[config.mk]
export PLATFORM = sky130hd
export DESIGN_NAME = moesi_coh_ctrl
export DESIGN_NICKNAME = d
export VERILOG_FILES = /design/src/rtl/moesi_pkg.sv /design/src/rtl/moesi_line_slot.sv /design/src/rtl/moesi_probe_reply.sv /design/src/rtl/moesi_txn_fsm.sv /design/src/rtl/moesi_coh_ctrl.sv
export SDC_FILE = /design/constraint.sdc
export NUM_CORES = 1
export LEC_CHECK = 0
export BUFFER_PORTS_ARGS = -buffer_cell sky130_fd_sc_hd__buf_2
export CORE_ASPECT_RATIO = 0.5
export CORE_MARGIN = 3
export CORE_UTILIZATION = 51
export DETAILED_ROUTE_END_ITERATION = 8
export GPL_TIMING_DRIVEN = 0
export PLACE_DENSITY = 0.88
export SYNTH_ARGS = -nofsm -noshare
export SYNTH_HDL_FRONTEND = slang
export SYNTH_SLANG_ARGS = --single-unit
[constraint.sdc]
create_clock -name clk -period 4.1 [get_ports clk]
set_clock_uncertainty 0.05 [all_clocks]
set_input_delay 0.41 -clock clk [delete_from_list [all_inputs] [get_ports clk]]
set_output_delay 0.41 -clock clk [all_outputs]
set_load 0.005 [all_outputs]
[src/rtl/moesi_pkg.sv]
package moesi_pkg;

  typedef enum logic [2:0] {
    ST_I       = 3'd0,
    ST_S       = 3'd1,
    ST_O       = 3'd2,
    ST_M       = 3'd3,
    ST_MM      = 3'd4,
    ST_RD_PEND = 3'd5,
    ST_WR_PEND = 3'd6,
    ST_FL_PEND = 3'd7
  } line_st_e;

  typedef enum logic [1:0] {
    OP_LOAD  = 2'd0,
    OP_STORE = 2'd1,
    OP_FLUSH = 2'd2,
    OP_NOP   = 2'd3
  } core_op_e;

  typedef enum logic [1:0] {
    MSG_READ  = 2'd0,
    MSG_EXCL  = 2'd1,
    MSG_BLOCK = 2'd2,
    MSG_REL   = 2'd3
  } msg_e;

  typedef enum logic [1:0] {
    PH_IDLE = 2'd0,
    PH_REQ  = 2'd1,
    PH_WAIT = 2'd2,
    PH_WB   = 2'd3
  } phase_e;

  function automatic logic is_stable_valid(line_st_e s);
    return (s == ST_S) || (s == ST_O) || (s == ST_M) || (s == ST_MM);
  endfunction

endpackage

[src/rtl/moesi_line_slot.sv]
module moesi_line_slot
  import moesi_pkg::*;
#(
  parameter int DATA_W = 32
) (
  input  logic              clk,
  input  logic              rst_n,
  input  logic              probe_hit,
  input  logic              probe_inv,
  input  logic              upd_en,
  input  line_st_e          upd_state,
  input  logic              upd_wr,
  input  logic [DATA_W-1:0] upd_data,
  output line_st_e          state_o,
  output logic [DATA_W-1:0] data_o
);

  line_st_e          st_q, st_d;
  logic [DATA_W-1:0] dat_q;
  logic              dat_en;

  always_comb begin
    st_d = st_q;
    if (upd_en) begin
      st_d = upd_state;
    end else if (probe_hit && is_stable_valid(st_q)) begin
      if (probe_inv) begin
        st_d = ST_I;
      end else if ((st_q == ST_MM) || (st_q == ST_M)) begin
        st_d = ST_O;
      end
    end
  end

  assign dat_en = upd_en && upd_wr;

  always_ff @(posedge clk or negedge rst_n) begin
    if (!rst_n) begin
      st_q <= ST_I;
    end else begin
      st_q <= st_d;
    end
  end

  always_ff @(posedge clk) begin
    if (dat_en) begin
      dat_q <= upd_data;
    end
  end

  assign state_o = st_q;
  assign data_o  = dat_q;

  // an invalidating probe on a stable valid line leaves it invalid
  p_inv_clears_r8: assert property (@(posedge clk) disable iff (!rst_n)
    (probe_hit && probe_inv && !upd_en && is_stable_valid(st_q)) |=> (st_q == ST_I));

  // a probe to a line with an open transaction changes nothing
  p_pending_line_kept_r10: assert property (@(posedge clk) disable iff (!rst_n)
    (probe_hit && !upd_en && !is_stable_valid(st_q) && (st_q != ST_I)) |=> $stable(st_q));

endmodule

[src/rtl/moesi_probe_reply.sv]
module moesi_probe_reply
  import moesi_pkg::*;
#(
  parameter int DATA_W = 32
) (
  input  logic              clk,
  input  logic              rst_n,
  input  logic              snp_valid,
  input  logic              snp_inv,
  input  line_st_e          line_state,
  input  logic [DATA_W-1:0] line_data,
  output logic              snp_ack,
  output logic              snp_supply,
  output logic [DATA_W-1:0] snp_data
);

  logic              ack_q, sup_q, sup_d;
  logic [DATA_W-1:0] dat_q;

  always_comb begin
    sup_d = 1'b0;
    if (snp_valid) begin
      unique case (line_state)
        ST_MM:   sup_d = 1'b1;
        ST_O:    sup_d = 1'b1;
        ST_M:    sup_d = !snp_inv;
        default: sup_d = 1'b0;
      endcase
    end
  end

  always_ff @(posedge clk or negedge rst_n) begin
    if (!rst_n) begin
      ack_q <= 1'b0;
      sup_q <= 1'b0;
    end else begin
      ack_q <= snp_valid;
      sup_q <= sup_d;
    end
  end

  always_ff @(posedge clk) begin
    if (snp_valid) begin
      dat_q <= line_data;
    end
  end

  assign snp_ack    = ack_q;
  assign snp_supply = sup_q;
  assign snp_data   = dat_q;

  // every answer follows a probe by exactly one cycle
  p_ack_after_probe_r7: assert property (@(posedge clk) disable iff (!rst_n)
    snp_ack |-> $past(snp_valid));

  // data is only supplied together with an acknowledgement
  p_supply_with_ack_r7: assert property (@(posedge clk) disable iff (!rst_n)
    snp_supply |-> snp_ack);

endmodule

[src/rtl/moesi_txn_fsm.sv]
module moesi_txn_fsm
  import moesi_pkg::*;
#(
  parameter int IDX_W  = 2,
  parameter int DATA_W = 32
) (
  input  logic              clk,
  input  logic              rst_n,
  input  logic              core_valid,
  output logic              core_ready,
  input  logic [1:0]        core_op,
  input  logic [IDX_W-1:0]  core_idx,
  input  logic [DATA_W-1:0] core_wdata,
  output logic              core_done,
  output logic [DATA_W-1:0] core_rdata,
  input  logic              snp_busy,
  output logic              req_valid,
  input  logic              req_ready,
  output logic [1:0]        req_type,
  output logic [IDX_W-1:0]  req_idx,
  output logic [DATA_W-1:0] req_data,
  input  logic              rsp_valid,
  input  logic              rsp_shared,
  input  logic [DATA_W-1:0] rsp_data,
  output logic [IDX_W-1:0]  sel_idx,
  input  line_st_e          sel_state,
  input  logic [DATA_W-1:0] sel_data,
  output logic              upd_en,
  output line_st_e          upd_state,
  output logic              upd_wr,
  output logic [DATA_W-1:0] upd_data
);

  phase_e            phase_q, phase_d;
  msg_e              type_q, type_d;
  logic              done_q, done_d;
  logic [IDX_W-1:0]  idx_q;
  core_op_e          op_q;
  logic [DATA_W-1:0] wd_q;
  logic [DATA_W-1:0] rdata_q, rdata_d;
  logic              rdata_en;
  logic              accept;
  core_op_e          op_in;

  assign op_in      = core_op_e'(core_op);
  assign core_ready = (phase_q == PH_IDLE) && !snp_busy;
  assign accept     = core_valid && core_ready;

  always_comb begin
    phase_d   = phase_q;
    type_d    = type_q;
    done_d    = 1'b0;
    rdata_en  = 1'b0;
    rdata_d   = sel_data;
    upd_en    = 1'b0;
    upd_state = ST_I;
    upd_wr    = 1'b0;
    upd_data  = core_wdata;
    unique case (phase_q)
      PH_IDLE: begin
        if (accept) begin
          unique case (op_in)
            OP_LOAD: begin
              if (is_stable_valid(sel_state)) begin
                done_d   = 1'b1;
                rdata_en = 1'b1;
              end else begin
                upd_en    = 1'b1;
                upd_state = ST_RD_PEND;
                type_d    = MSG_READ;
                phase_d   = PH_REQ;
              end
            end
            OP_STORE: begin
              if ((sel_state == ST_MM) || (sel_state == ST_M)) begin
                upd_en    = 1'b1;
                upd_state = ST_MM;
                upd_wr    = 1'b1;
                done_d    = 1'b1;
              end else begin
                upd_en    = 1'b1;
                upd_state = ST_WR_PEND;
                type_d    = MSG_EXCL;
                phase_d   = PH_REQ;
              end
            end
            OP_FLUSH: begin
              if (sel_state == ST_I) begin
                done_d = 1'b1;
              end else begin
                upd_en    = 1'b1;
                upd_state = ST_FL_PEND;
                type_d    = MSG_BLOCK;
                phase_d   = PH_REQ;
              end
            end
            default: done_d = 1'b1;
          endcase
        end
      end
      PH_REQ: begin
        if (req_ready) begin
          phase_d = PH_WAIT;
        end
      end
      PH_WAIT: begin
        if (rsp_valid) begin
          unique case (op_q)
            OP_LOAD: begin
              upd_en    = 1'b1;
              upd_state = rsp_shared ? ST_S : ST_M;
              upd_wr    = 1'b1;
              upd_data  = rsp_data;
              rdata_en  = 1'b1;
              rdata_d   = rsp_data;
              done_d    = 1'b1;
              phase_d   = PH_IDLE;
            end
            OP_STORE: begin
              upd_en    = 1'b1;
              upd_state = ST_MM;
              upd_wr    = 1'b1;
              upd_data  = wd_q;
              done_d    = 1'b1;
              phase_d   = PH_IDLE;
            end
            default: begin
              type_d  = MSG_REL;
              phase_d = PH_WB;
            end
          endcase
        end
      end
      PH_WB: begin
        if (req_ready) begin
          upd_en    = 1'b1;
          upd_state = ST_I;
          done_d    = 1'b1;
          phase_d   = PH_IDLE;
        end
      end
      default: phase_d = PH_IDLE;
    endcase
  end

  always_ff @(posedge clk or negedge rst_n) begin
    if (!rst_n) begin
      phase_q <= PH_IDLE;
      type_q  <= MSG_READ;
      done_q  <= 1'b0;
    end else begin
      phase_q <= phase_d;
      type_q  <= type_d;
      done_q  <= done_d;
    end
  end

  always_ff @(posedge clk) begin
    if (accept) begin
      idx_q <= core_idx;
      op_q  <= op_in;
      wd_q  <= core_wdata;
    end
  end

  always_ff @(posedge clk) begin
    if (rdata_en) begin
      rdata_q <= rdata_d;
    end
  end

  assign sel_idx    = (phase_q == PH_IDLE) ? core_idx : idx_q;
  assign req_valid  = (phase_q == PH_REQ) || (phase_q == PH_WB);
  assign req_type   = type_q;
  assign req_idx    = idx_q;
  assign req_data   = sel_data;
  assign core_done  = done_q;
  assign core_rdata = rdata_q;

  // after an accepted command either it completes or the core is held off
  p_single_txn_r9: assert property (@(posedge clk) disable iff (!rst_n)
    (core_valid && core_ready) |=> (core_done || !core_ready));

  // a request that is not taken stays put
  p_req_hold_r11: assert property (@(posedge clk) disable iff (!rst_n)
    (req_valid && !req_ready) |=> (req_valid && $stable(req_type) && $stable(req_idx)));

  // the release message only starts after the block acknowledgement
  p_release_after_block_r6: assert property (@(posedge clk) disable iff (!rst_n)
    ($rose(req_valid) && (req_type == MSG_REL)) |-> $past(rsp_valid));

  // a store with write permission completes locally
  p_store_hit_local_r4: assert property (@(posedge clk) disable iff (!rst_n)
    (accept && (op_in == OP_STORE) && ((sel_state == ST_MM) || (sel_state == ST_M)))
      |=> (!req_valid && core_done));

endmodule

[src/rtl/moesi_coh_ctrl.sv]
module moesi_coh_ctrl
  import moesi_pkg::*;
#(
  parameter  int NUM_LINES = 4,
  parameter  int DATA_W    = 32,
  localparam int IDX_W     = (NUM_LINES > 1) ? $clog2(NUM_LINES) : 1
) (
  input  logic              clk,
  input  logic              rst_n,
  input  logic              core_valid,
  output logic              core_ready,
  input  logic [1:0]        core_op,
  input  logic [IDX_W-1:0]  core_idx,
  input  logic [DATA_W-1:0] core_wdata,
  output logic              core_done,
  output logic [DATA_W-1:0] core_rdata,
  output logic              req_valid,
  input  logic              req_ready,
  output logic [1:0]        req_type,
  output logic [IDX_W-1:0]  req_idx,
  output logic [DATA_W-1:0] req_data,
  input  logic              rsp_valid,
  input  logic              rsp_shared,
  input  logic [DATA_W-1:0] rsp_data,
  input  logic              snp_valid,
  input  logic              snp_inv,
  input  logic [IDX_W-1:0]  snp_idx,
  output logic              snp_ack,
  output logic              snp_supply,
  output logic [DATA_W-1:0] snp_data
);

  line_st_e          st_arr  [NUM_LINES];
  logic [DATA_W-1:0] dat_arr [NUM_LINES];

  logic [IDX_W-1:0]  sel_idx;
  line_st_e          sel_state;
  logic [DATA_W-1:0] sel_data;
  logic              upd_en;
  line_st_e          upd_state;
  logic              upd_wr;
  logic [DATA_W-1:0] upd_data;
  line_st_e          prb_state;
  logic [DATA_W-1:0] prb_data;

  assign sel_state = st_arr[sel_idx];
  assign sel_data  = dat_arr[sel_idx];
  assign prb_state = st_arr[snp_idx];
  assign prb_data  = dat_arr[snp_idx];

  for (genvar g = 0; g < NUM_LINES; g++) begin : g_line
    logic hit_g, upd_g;
    assign hit_g = snp_valid && (snp_idx == IDX_W'(g));
    assign upd_g = upd_en && (sel_idx == IDX_W'(g));

    moesi_line_slot #(.DATA_W(DATA_W)) u_slot (
      .clk       (clk),
      .rst_n     (rst_n),
      .probe_hit (hit_g),
      .probe_inv (snp_inv),
      .upd_en    (upd_g),
      .upd_state (upd_state),
      .upd_wr    (upd_wr),
      .upd_data  (upd_data),
      .state_o   (st_arr[g]),
      .data_o    (dat_arr[g])
    );
  end

  moesi_txn_fsm #(.IDX_W(IDX_W), .DATA_W(DATA_W)) u_fsm (
    .clk        (clk),
    .rst_n      (rst_n),
    .core_valid (core_valid),
    .core_ready (core_ready),
    .core_op    (core_op),
    .core_idx   (core_idx),
    .core_wdata (core_wdata),
    .core_done  (core_done),
    .core_rdata (core_rdata),
    .snp_busy   (snp_valid),
    .req_valid  (req_valid),
    .req_ready  (req_ready),
    .req_type   (req_type),
    .req_idx    (req_idx),
    .req_data   (req_data),
    .rsp_valid  (rsp_valid),
    .rsp_shared (rsp_shared),
    .rsp_data   (rsp_data),
    .sel_idx    (sel_idx),
    .sel_state  (sel_state),
    .sel_data   (sel_data),
    .upd_en     (upd_en),
    .upd_state  (upd_state),
    .upd_wr     (upd_wr),
    .upd_data   (upd_data)
  );

  moesi_probe_reply #(.DATA_W(DATA_W)) u_prb (
    .clk        (clk),
    .rst_n      (rst_n),
    .snp_valid  (snp_valid),
    .snp_inv    (snp_inv),
    .line_state (prb_state),
    .line_data  (prb_data),
    .snp_ack    (snp_ack),
    .snp_supply (snp_supply),
    .snp_data   (snp_data)
  );

  // no command is taken in a cycle that carries a probe
  p_probe_blocks_core_r9: assert property (@(posedge clk) disable iff (!rst_n)
    snp_valid |-> !core_ready);

endmodule

==> summary.txt <==
Critical path
  • CP Cell Sequence: buf_6 -> or2_2 -> o21ai_2 -> a22oi_1 -> nand2_2 -> nand2_1 -> o22ai_1 -> a31oi_1 -> nor2_4 -> buf_12
  • Critical path required time: 4250 ps
  • CP Depth: 10
  • Critical-path cell with the highest stage delay: o21ai_2
  • CP Capture Type: flop
  • R2R depth: 10
  • Buf+Inv Stages, Crit Path: 2
  • Startpoint types: flop
  • R2R Path Start: u_fsm.phase_q[1]
  • Crit-path max FO: 24
  • Reg-to-reg slack, setup: 340 ps
  • FF-to-FF End: g_line[1].u_slot.data_o[20]
  • CP peak stage delay: 530 ps
  • WP data arrival: 3910 ps
  • Delay-heaviest family, CP: compound AO/OA/AOI/OAI gates
  • WS Path Type: reg2reg

Cells and area
  • Fraction of layout cells with a size suffix above 1: 34.84%
  • Area occupied by multi-input gates: 3396 um2
  • Final Non-Filler Cells: 1202
  • Reg area: 7322 um2
  • Final Cell Area: 13050 um2
  • Area grow syn2layout: 19.76%
  • Layout Utilization: 62.93%
  • # fillers: 1373
  • Final-stage net count: 993

Timing
  • WHS: 30.18 ps
  • Maximum clock rate: 0.2661 GHz
  • Setup violators final: 0
  • Final Max Slew Viols: 0
  • Fin crit share: 91.65%
  • Tmin final: 3758 ps
  • Final Hold Viols: 0
  • RSZ-0062 raised after global routing: no
  • Actual slew at the worst max-slew pin: 1239 ps
  • Worst slew margin: 17.40%

Route
  • Drt pass-1 iters: 5
  • Drt wl/cell: 25.09 um
  • DR iter-0 viols: 903
  • Remaining DRCs: 0
  • Routed WL: 30.16 mm
  • Via count: 7663
  • Post-DRT Antenna Nets: 0
  • Vias per cell: 6.375

Outcome
  • Status: finished, final reports clean

Logic synthesis
  • Cell area after synthesis: 10900 um2
  • Average cell area after synthesis: 15.61 um2
  • Synthesized instance count: 698
  • Async SR Flop Fraction: 7.692%
  • Warnings, synthesis: 0
  • Largest area contributor in the netlist: edfxtp_1
  • Synth top area share: 62.82%
  • Post-synth cell types: 53
  • Main flop type after synthesis: edfxtp_1
  • EDFF count, synth: 228
  • Syn nets: 780
  • Synth cell count leaders: 228 x edfxtp_1, 68 x a22oi_1, 48 x a21oi_1
  • FF+latch count, synth: 247
  • Largest cells by area after synthesis: edfxtp_1 63%, mux4_2 7.2%, a22oi_1 4.7%
  • Sequential share of the synthesized area: 67.19%
  • Most common cell in the netlist: edfxtp_1

Placement
  • IO Port Bufs: 182
  • DP HPWL: 19.88 mm
  • DP Area: 12290 um2
  • Gpl congestion: 0.8734
  • Cell total after placement: 1158

Global route
  • First-pass GRT wire length: 44.95 mm
  • Largest net degree at the start of global routing: 39
  • Congestion Overflow GR: 0
  • Total GRT Usage: 25.66%
  • Initial antenna violation count: 3
  • Vias in the first global route: 7835

Min path
  • Worst Hold Class: in2reg
  • Hold Path Depth: 1
  • Worst Hold End: u_fsm.wd_q[16]
  • Hold_sp: core_wdata[16]

Floorplan
  • Core Region: 20740 um2
  • Initial Util: 52.55%
  • Io pins: 183
  • Die W: 212.7 um
  • Row Count: 37
  • Die H: 109.4 um
  • Die footprint: 23270 um2

Clock tree
  • CTS sink count: 247
  • H-tree depth: 1
  • Setup Buffers After CTS: 0
  • CTS Buffer Depth: 3
  • Clk slew on worst S/H paths: 70 ps
  • Clock latency on the worst-skew pair: 520 ps
  • CTS Root Buffer Type: clkbuf_16
  • TritonCTS clock tree: yes
  • TritonCTS Buffers: 23

Power and ir drop
  • Leakage: 4.877 nW
  • Clock Power Share: 29.9%
  • Pwr per Cell Area: 549.3 nW/um2
  • Sw frac: 30.66%
  • Power Total: 7.169 mW
  • Sw power: 2.198 mW
  • Combinational share of power: 26.1%
  • Seq pwr share: 44.1%
  • Cell Int Power: 4.971 mW
  • Peak supply drop: 0.3176 mV

Job
  • Maxcap violations: 0
through the flow:
step                      setup slack, ps  TNS (ps)
after floorplan                    -347.9    -22260
after global placement              -2380   -243240
after detailed placement            473.4         0
after CTS                           429.3         0
after global routing                279.4         0
final                               342.2         0
layout by cell type, fill, tap and decap left out, types with 7 or more instances in the layout:
cell and n:
edfxtp_1 228, buf_2 182, a22oi_1 68, a21oi_1 48, nand2_1 44, nor2_1 43, mux2i_1 38, mux4_2 35
mux2_2 32, clkbuf_1 30, clkbuf_16 23, dfrtp_1 19, inv_1 12, nand2b_1 8, o21ai_0 8, mux2_1 8
nor2b_1 7, buf_1 7
state kept, by name, summed over array words and instances, names as in the netlist:
signal                 cells
u_fsm.core_done            1
u_prb.snp_ack              1
u_fsm.req_type             2
u_fsm.op_q                 2
u_fsm.req_idx              2
g_line.u_slot.state_o     12
u_prb.snp_data            32
u_prb.snp_supply           1
u_fsm.core_rdata          32
u_fsm.wd_q                32
g_line.u_slot.data_o     128
u_fsm.phase_q              2
cell families after synthesis:
kind of cell / Yosys count / share of synthesized area, %
flops: 247 / 67.19
buf+inv: 52 / 1.929
fa+ha+maj: 4 / 0.4593
xor+xnor: 2 / 0.1608
compound gates: 154 / 10.05
mux: 113 / 14.86
simple gates: 126 / 5.362
power by group through the flow:
stage	combinational [mW]	sequential, mW	clock [mW]
CTS	1.84	3.15	2.14
detailed placement	1.81	3.21	0
finish	1.87	3.16	2.14
global route	2.00	3.18	2.24
floorplan	1.13	3.18	0
global placement	1.71	3.20	0
worst reg2reg max path: stages (launching register included):
cell	delay, ps
dfrtp_1	400
buf_6	150
or2_2	310
o21ai_2	530
a22oi_1	210
nand2_2	160
nand2_1	70
o22ai_1	400
a31oi_1	410
nor2_4	490
buf_12	260
worst max path at each step:
stage | startpoint | endpoint
floorplan | u_fsm.phase_q[0] | g_line[1].u_slot.data_o[0]
global placement | snp_valid | g_line[1].u_slot.data_o[23]
detailed placement | snp_valid | g_line[0].u_slot.data_o[26]
CTS | u_fsm.phase_q[0] | g_line[1].u_slot.data_o[30]
global route | u_fsm.phase_q[0] | g_line[0].u_slot.data_o[26]
finish | u_fsm.phase_q[1] | g_line[1].u_slot.data_o[20]
repair_timing:
action,CTS,global route
resized for setup,0,0
hold buffers,1,0
hold endpoints to repair,19,0
layout make-up:
class                      count  share of cell area, %
antenna                        2                0.03835
buffer                        38                  1.208
clock buffer                  25                  4.544
clock inverter                16                  1.189
inverter                      14                 0.4026
multi-input combinational    399                  26.02
sequential                   247                  56.10
tap                          273                  2.617
timing repair buffer         188                  7.880
routing by layer:
layer / share of wire, % / track usage, % / wire [um] / vias to the layer above
met5: 0.036 / 0 / 11 / -
met4: 4.6 / 12.61 / 1386 / 2
met3: 9.9 / 5.274 / 2987 / 102
met2: 49 / 43.68 / 14910 / 588
met1: 36 / 31.97 / 10860 / 3778
li1: - / - / - / 3193
(Power assumes the default switching activity.)
